<file path="src/rtl/tps_pkg.sv">
package tps_pkg;

   // phase encoding: bit3 marks a non-transfer state, bits 2:0 are {MSG, C/D, I/O}
   typedef enum logic [3:0] {
      PH_DOUT = 4'd0,
      PH_DIN  = 4'd1,
      PH_CMD  = 4'd2,
      PH_STAT = 4'd3,
      PH_MOUT = 4'd6,
      PH_MIN  = 4'd7,
      PH_FREE = 4'd8,
      PH_SEL  = 4'd9
   } tps_state_e;

   typedef enum logic [1:0] {
      SRC_ZERO     = 2'd0,
      SRC_MEDIUM   = 2'd1,
      SRC_CAPACITY = 2'd2
   } tps_src_e;

   typedef struct packed {
      tps_state_e  next;
      logic        check;
      tps_src_e    src;
      logic        wr_medium;
      logic [31:0] lba;
   } tps_cmd_t;

   localparam logic [7:0] ST_GOOD  = 8'h00;
   localparam logic [7:0] ST_CHECK = 8'h02;
   localparam int         CDB_KEEP = 10;

   function automatic logic [3:0] cdb_need(input logic [2:0] grp);
      case (grp)
         3'd1, 3'd2: cdb_need = 4'd10;
         3'd5:       cdb_need = 4'd12;
         default:    cdb_need = 4'd6;
      endcase
   endfunction

   function automatic logic [7:0] capacity_byte(input logic [2:0] idx);
      case (idx)
         3'd1:    capacity_byte = 8'h01;
         3'd6:    capacity_byte = 8'h02;
         default: capacity_byte = 8'h00;
      endcase
   endfunction

endpackage

</file>
<file path="src/rtl/tps_decode.sv">
module tps_decode
   import tps_pkg::*;
#(
   parameter int LEN_W     = 25,
   parameter int BLK_SHIFT = 9
) (
   input  logic [0:CDB_KEEP-1][7:0] cdb,
   output tps_cmd_t                 cmd,
   output logic [LEN_W-1:0]         len
);

   logic [15:0]      blk10;
   logic [LEN_W-1:0] len10;
   logic [LEN_W-1:0] len6;
   logic [LEN_W-1:0] len_b4;
   logic             unused_cdb;

   assign blk10      = {cdb[7], cdb[8]};
   assign len10      = LEN_W'(blk10) << BLK_SHIFT;
   assign len6       = LEN_W'(cdb[4]) << BLK_SHIFT;
   assign len_b4     = LEN_W'(cdb[4]);
   assign unused_cdb = ^{cdb[6], cdb[9]};

   always_comb begin
      cmd.next      = PH_STAT;
      cmd.check     = 1'b1;
      cmd.src       = SRC_ZERO;
      cmd.wr_medium = 1'b0;
      cmd.lba       = '0;
      len           = '0;
      case (cdb[0])
         8'h00: cmd.check = 1'b0;
         8'h03, 8'h1A: begin
            cmd.next  = PH_DIN;
            cmd.check = 1'b0;
            len       = len_b4;
         end
         8'h08: begin
            cmd.next  = PH_DIN;
            cmd.check = 1'b0;
            cmd.src   = SRC_MEDIUM;
            cmd.lba   = {11'd0, cdb[1][4:0], cdb[2], cdb[3]};
            len       = len6;
         end
         8'h12: begin
            cmd.next  = PH_DIN;
            cmd.check = (cdb[1][7:5] != 3'd0);
            len       = len_b4;
         end
         8'h15: begin
            cmd.next  = PH_DOUT;
            cmd.check = 1'b0;
            len       = len_b4;
         end
         8'h25: begin
            cmd.next  = PH_DIN;
            cmd.check = 1'b0;
            cmd.src   = SRC_CAPACITY;
            len       = LEN_W'(8);
         end
         8'h28, 8'h2A: begin
            cmd.next      = cdb[0][1] ? PH_DOUT : PH_DIN;
            cmd.check     = 1'b0;
            cmd.src       = SRC_MEDIUM;
            cmd.wr_medium = cdb[0][1];
            cmd.lba       = {cdb[2], cdb[3], cdb[4], cdb[5]};
            len           = len10;
         end
         default: ;
      endcase
   end

endmodule

</file>
<file path="src/rtl/tps_xfer_cnt.sv">
module tps_xfer_cnt #(
   parameter int LEN_W = 25
) (
   input  logic             clk,
   input  logic             rst_n,
   input  logic             load,
   input  logic [LEN_W-1:0] load_val,
   input  logic             step,
   output logic [LEN_W-1:0] index,
   output logic             last
);

   logic [LEN_W-1:0] remain_q;

   always_ff @(posedge clk or negedge rst_n) begin
      if (!rst_n) begin
         remain_q <= '0;
         index    <= '0;
      end else if (load) begin
         remain_q <= load_val;
         index    <= '0;
      end else if (step) begin
         remain_q <= remain_q - 1'b1;
         index    <= index + 1'b1;
      end
   end

   assign last = (remain_q == LEN_W'(1));

endmodule

</file>
<file path="src/rtl/scsi_tgt_seq.sv">
module scsi_tgt_seq
   import tps_pkg::*;
#(
   parameter int TGT_ID    = 6,
   parameter int BLK_BYTES = 512,
   parameter int BLK_SHIFT = $clog2(BLK_BYTES),
   parameter int LEN_W     = 16 + BLK_SHIFT
) (
   input  logic             clk,
   input  logic             rst_n,
   input  logic             bus_rst,
   input  logic             sel,
   input  logic             atn,
   input  logic             ack,
   input  logic [7:0]       dbus_in,
   output logic [7:0]       dbus_out,
   output logic             bsy,
   output logic             req,
   output logic [2:0]       phase,
   output logic             dma_req,
   input  logic             dma_ack,
   input  logic             med_present,
   output logic [31:0]      med_lba,
   output logic [LEN_W-1:0] med_idx,
   input  logic [7:0]       med_rdata,
   output logic             med_wr,
   output logic [7:0]       med_wdata
);

   localparam int CNT_W = 4;

   if (TGT_ID < 0 || TGT_ID > 7) begin : g_bad_id
      $error("TGT_ID must select one of the eight data lines");
   end
   if ((1 << BLK_SHIFT) != BLK_BYTES) begin : g_bad_blk
      $error("BLK_BYTES must be a power of two");
   end
   if (LEN_W < 16 + BLK_SHIFT) begin : g_bad_len
      $error("LEN_W too narrow for a 16-bit block count");
   end

   tps_state_e               state_q;
   logic                     req_q, dreq_q, bsy_q, wr_q;
   logic [7:0]               status_q;
   logic [CNT_W-1:0]         cdb_n;
   tps_src_e                 src_q;
   logic [31:0]              lba_q;
   logic [0:CDB_KEEP-1][7:0] cdb_q;
   tps_cmd_t                 dec_cmd;
   logic [LEN_W-1:0]         dec_len;
   logic [LEN_W-1:0]         idx;
   logic                     last_byte;
   logic                     cmd_done, cap_en, dispatch, data_ph, xfer_step;

   assign cmd_done  = (cdb_n != '0) && (cdb_n == cdb_need(cdb_q[0][7:5]));
   assign cap_en    = !bus_rst && state_q == PH_CMD && !cmd_done && ack && req_q;
   assign dispatch  = !bus_rst && state_q == PH_CMD && cmd_done;
   assign data_ph   = (state_q == PH_DOUT) || (state_q == PH_DIN);
   assign xfer_step = !bus_rst && data_ph && dreq_q && dma_ack;

   // descriptor bytes beyond CDB_KEEP are counted but never decoded
   for (genvar i = 0; i < CDB_KEEP; i++) begin : g_cdb
      always_ff @(posedge clk or negedge rst_n) begin
         if (!rst_n)
            cdb_q[i] <= '0;
         else if (cap_en && cdb_n == CNT_W'(i))
            cdb_q[i] <= dbus_in;
      end
   end

   tps_decode #(.LEN_W(LEN_W), .BLK_SHIFT(BLK_SHIFT)) u_dec (
      .cdb (cdb_q),
      .cmd (dec_cmd),
      .len (dec_len)
   );

   tps_xfer_cnt #(.LEN_W(LEN_W)) u_cnt (
      .clk      (clk),
      .rst_n    (rst_n),
      .load     (dispatch),
      .load_val (dec_len),
      .step     (xfer_step),
      .index    (idx),
      .last     (last_byte)
   );

   always_ff @(posedge clk or negedge rst_n) begin
      if (!rst_n) begin
         state_q  <= PH_FREE;
         req_q    <= 1'b0;
         dreq_q   <= 1'b0;
         bsy_q    <= 1'b0;
         status_q <= ST_GOOD;
         cdb_n    <= '0;
         src_q    <= SRC_ZERO;
         wr_q     <= 1'b0;
         lba_q    <= '0;
      end else if (bus_rst) begin
         state_q <= PH_FREE;
         req_q   <= 1'b0;
         dreq_q  <= 1'b0;
         bsy_q   <= 1'b0;
         cdb_n   <= '0;
      end else begin
         case (state_q)
            PH_FREE: if (sel) state_q <= PH_SEL;
            PH_SEL: begin
               if (!sel)
                  state_q <= PH_FREE;
               else if (dbus_in[TGT_ID]) begin
                  bsy_q    <= 1'b1;
                  status_q <= ST_GOOD;
                  cdb_n    <= '0;
                  state_q  <= atn ? PH_MOUT : PH_CMD;
               end
            end
            PH_MOUT: begin
               if (!ack) req_q <= 1'b1;
               else if (req_q) begin
                  req_q   <= 1'b0;
                  state_q <= PH_CMD;
               end
            end
            PH_CMD: begin
               if (cmd_done) begin
                  cdb_n <= '0;
                  req_q <= 1'b0;
                  src_q <= dec_cmd.src;
                  wr_q  <= dec_cmd.wr_medium;
                  lba_q <= dec_cmd.lba;
                  if (dec_cmd.check) status_q <= ST_CHECK;
                  if (dec_cmd.next != PH_STAT && dec_len == '0)
                     state_q <= PH_STAT;
                  else
                     state_q <= dec_cmd.next;
               end else if (!ack)
                  req_q <= 1'b1;
               else if (req_q) begin
                  req_q <= 1'b0;
                  cdb_n <= cdb_n + 1'b1;
               end
            end
            PH_DOUT, PH_DIN: begin
               if (!ack) req_q <= 1'b1;
               if (xfer_step) begin
                  dreq_q <= 1'b0;
                  if (last_byte) begin
                     req_q   <= 1'b0;
                     state_q <= PH_STAT;
                  end
               end else if (!dma_ack)
                  dreq_q <= 1'b1;
            end
            PH_STAT: begin
               if (!ack) req_q <= 1'b1;
               else if (req_q) begin
                  req_q   <= 1'b0;
                  state_q <= PH_MIN;
               end
            end
            PH_MIN: begin
               if (!ack) req_q <= 1'b1;
               else if (req_q) begin
                  req_q   <= 1'b0;
                  bsy_q   <= 1'b0;
                  state_q <= PH_FREE;
               end
            end
            default: state_q <= PH_FREE;
         endcase
      end
   end

   always_comb begin
      case (state_q)
         PH_STAT, PH_MIN: dbus_out = status_q;
         PH_DIN: begin
            case (src_q)
               SRC_MEDIUM:   dbus_out = med_present ? med_rdata : 8'h00;
               SRC_CAPACITY: dbus_out = capacity_byte(idx[2:0]);
               default:      dbus_out = 8'h00;
            endcase
         end
         default: dbus_out = 8'h00;
      endcase
   end

   assign bsy       = bsy_q;
   assign req       = req_q;
   assign dma_req   = dreq_q;
   assign phase     = state_q[3] ? 3'b000 : state_q[2:0];
   assign med_lba   = lba_q;
   assign med_idx   = idx;
   assign med_wr    = xfer_step && wr_q && state_q == PH_DOUT;
   assign med_wdata = dbus_in;

endmodule

</file>
<file path="config.mk">
export PLATFORM = sky130hd
export DESIGN_NAME = scsi_tgt_seq
export DESIGN_NICKNAME = d
export VERILOG_FILES = /design/src/rtl/tps_pkg.sv /design/src/rtl/tps_decode.sv /design/src/rtl/tps_xfer_cnt.sv /design/src/rtl/scsi_tgt_seq.sv
export SDC_FILE = /design/constraint.sdc
export NUM_CORES = 1
export LEC_CHECK = 0
export ABC_AREA = 0
export BUFFER_PORTS_ARGS = -buffer_cell sky130_fd_sc_hd__buf_2
export CORE_MARGIN = 2
export CORE_UTILIZATION = 63
export CTS_CLUSTER_SIZE = 30
export DETAILED_ROUTE_END_ITERATION = 8
export GPL_TIMING_DRIVEN = 0
export PLACE_DENSITY = 0.86
export SETUP_SLACK_MARGIN = 0.3
export SLEW_MARGIN = 20
export SYNTH_ARGS = -nofsm -noshare
export SYNTH_HDL_FRONTEND = slang
export SYNTH_SLANG_ARGS = --single-unit
</file>
<file path="constraint.sdc">
create_clock -name clk -period 4.52 [get_ports clk]
set_input_delay 0.678 -clock clk [delete_from_list [all_inputs] [get_ports clk]]
set_output_delay 0.678 -clock clk [all_outputs]
set_load 0.005 [all_outputs]
</file>
==> results.md <==
* Synth cell types at 65
* Power Density at approximately 350 nW/um^2
* Worst clock skew at about 0.016 ns
* Cts repair resizes at 0
* Worst hold path type: in -> async
* Number of antenna diodes at 0
* DRC at 0
* CTS Buf Count at 17
* Synth Register Bits at 161
* Post-synth EDFFs at 0
* Initial antenna violation count at 0
* WS Path Type: reg -> out
* Status: finished, final reports clean
* Top FF cell, synth: dfrtp_1
* Leak at roughly 4.6 nW
* Initial Util at 64.70%
* Post-route ant nets at 0
* VDD IR-drop max at between 200 and 300 uV
* Cells after Synth at 804
* RSZ-0062 raised after global routing: no
* Worst-skew pair later-pin latency at 0.44 ns
* CP startpoint kind: flip-flop
* Data arrival time of the critical path at slightly above 3 ns
* Vias per inst at ~6.4
* Clock Root Buffer: clkbuf_16
* Post-synthesis sequential area ratio at about half
* GRT Total Usage at about a third
* Overall die height at roughly 120 um
* First-pass iteration count of the detailed router at 5
* Syn nets at approximately 840
* Total Wirelength at around 21000 um
* Critical Path End Type: primary output
* Clk sinks at between 150 and 200
* DP HPWL at around 14000 um
* Wire length of the first global-routing pass at approximately 35000 um
* CTS hold repair buffers at 0
* Setup_tns at 0 ns
* Tcrit/Tclk final at 82.95%
* Core area at between 10000 and 15000 sq um
* Die Width at about 120 um
* Max_cap viols at 0
* Worst EP required at around 3.8 ns
* Achievable Freq at 266.7 MHz
* Final hold slack at ~0.27 ns
* # nets final at 961
* PortBufs at 102
* Grt ovf at 0
* Final Wtd Congestion at about 0.95
* Shortest period the worst path allows at between 3 and 4 ns
* FP Rows at approximately 40
* Drt wl/cell at between 15 and 20 um
* Clock-pin slew on the worst setup and hold paths at approximately 0.060 ns
* Setup WS post-layout at about 0.77 ns
* Die area at between 10000 and 15000 sq um
* DRT iter0 DRCs at 598
* Vias post-DR at a little over 7000
* H-tree depth at 4
* Max-slew violation count at 0
* Synthesized area at a little over 8000 sq um
* Final Hold Violating Endpoints at 0
* P&R area growth vs syn at 16.67%
* Setup violators final at 0
* CTS max path bufs at 2
* Syn_area_per_cell at just over 10 sq um
* Post-CTS Setup Bufs at 0
* Post-synth ARST share at 100.0%
* Pre-CTS setup slack at 1.377 ns
* Crit Path Max Fanout at 10
* Vias in the first global route at roughly 6800
* Boundary Pins at about 100
* YS warnings at 0
* Share of cells above drive strength 1 at 24.17%
* Worst-Margin Slew at ~0.94 ns
* Worst relative slew slack at a little under two fifths
* Largest net degree at the start of global routing at 88
* CTS tree: built
==> per-stage QoR <==
stage / area [sq um] / cells / utilization (%) / power, mW
2_1_floorplan: 8165 / 804 / - / 1.785
4_1_cts: 9527 / 1111 / 75.49 / 3.371
6_report: 9527 / 1111 / 75.49 / 3.366
3_5_place_dp: 8929 / 1079 / 70.75 / 1.918
5_1_grt: 9527 / 1111 / 75.49 / 3.485
3_3_place_gp: 8891 / 1078 / 70.45 / 1.905
==> cells in the mapped netlist (5+ instances only) <==
library cell	n	area, sq um
a211o_1	5	43.79
a211oi_1	8	60.06
a21oi_1	17	85.08
a221oi_1	24	210.2
a22o_1	6	52.55
a22oi_1	5	37.54
a31oi_1	10	62.56
and2_1	9	56.30
and3_1	6	37.54
buf_2	6	30.03
buf_4	8	60.06
clkbuf_1	35	131.4
dfrtp_1	160	4004
ha_1	11	137.6
inv_1	15	56.30
mux2_2	65	732.0
nand2_1	68	255.2
nand2b_1	9	56.30
nand3_1	22	110.1
nand4_1	12	75.07
nand4b_1	6	52.55
nor2_1	95	356.6
nor3_1	25	125.1
nor3b_1	6	45.04
nor4_1	14	87.58
o211ai_1	7	52.55
o21ai_0	36	180.2
or3_1	10	62.56
or4_1	7	52.55
xnor2_1	13	113.9
xor2_1	19	166.4
==> logic make-up (layout without fill, tap and decap cells) <==
logic type / Yosys count / in the layout / synth area share (%)
AOI/OAI and AO/OA: 148 / 148 / 12.83
adders and majority gates: 11 / 11 / 1.686
muxes: 69 / 69 / 9.454
DFF: 161 / 161 / 49.36
and+or+nand+nor: 313 / 313 / 19.55
buffers and inverters: 70 / 205 / 3.693
xor gates and xnor gates: 32 / 32 / 3.432
==> worst paths after layout <==
kind	from	endpoint	slack, ns	cells after the start
worst max-delay path	state_q[1]	med_wr	0.77	7
worst min-delay path	rst_n	u_cnt.index[6]	0.27	1
worst max register to register	cdb_q[79]	med_lba[17]	1.41	7
worst min register to register	med_lba[31]	med_lba[31]	0.48	2
max in group asynchronous	rst_n	state_q[3]	3.47	2
min in group clk	dma_ack	dma_req	0.45	2
==> final cells by class <==
| type | count | area (sq um) |
|---|---|---|
| fillers | 905 | 3093 |
| repair buffers | 103 | 548.0 |
| clock inverters | 14 | 168.9 |
| plain buffers | 54 | 241.5 |
| clock buffers | 18 | 429.2 |
| inverters | 16 | 60.06 |
| well taps | 172 | 215.2 |
| multi-input cells | 573 | 3834 |
| flip-flops and latches | 161 | 4030 |
==> routing by layer <==
metal	GRT usage, %	share of wire [%]	routed length [um]
met3	8.624	8.4	1793
met5	0	0	0
met2	51.42	48	10360
met4	13.78	2.7	572
met1	41.56	41	8727
==> layout by cell type (no fill, tap or decap), types with 10 or more instances in the layout <==
master / n
dfrtp_1: 160
buf_2: 107
nor2_1: 95
nand2_1: 68
mux2_2: 65
clkbuf_1: 36
o21ai_0: 36
nor3_1: 25
a221oi_1: 24
nand3_1: 22
xor2_1: 19
a21oi_1: 17
clkbuf_16: 17
inv_1: 15
nor4_1: 14
xnor2_1: 13
nand4_1: 12
ha_1: 11
or3_1: 10
a31oi_1: 10
==> critical path, stage by stage (launching register included) <==
cell and delay (ns):
dfrtp_1 0.38, clkbuf_1 0.24, nor3_1 0.58, nand2_1 0.28, clkbuf_1 0.30, clkbuf_1 0.33, nor3b_1 0.36, buf_2 0.17
==> state kept, by name, indices dropped and copies added, names as in the netlist <==
name / flops
req: 1
med_lba: 32
wr_q: 1
bsy: 1
u_cnt.index: 25
dma_req: 1
cdb_q: 64
state_q: 4
src_q: 2
status_q: 1
cdb_n: 4
u_cnt.remain_q: 25
==> power breakdown <==
part	switching (mW)	internal (mW)	leakage (nW)	total, mW
Sequential	0.0517	1.49	2.22	1.54
Combinational	0.223	0.138	2.12	0.361
Clock	0.631	0.832	0.287	1.46
No activity file was read; power rests on OpenSTA's default activity.
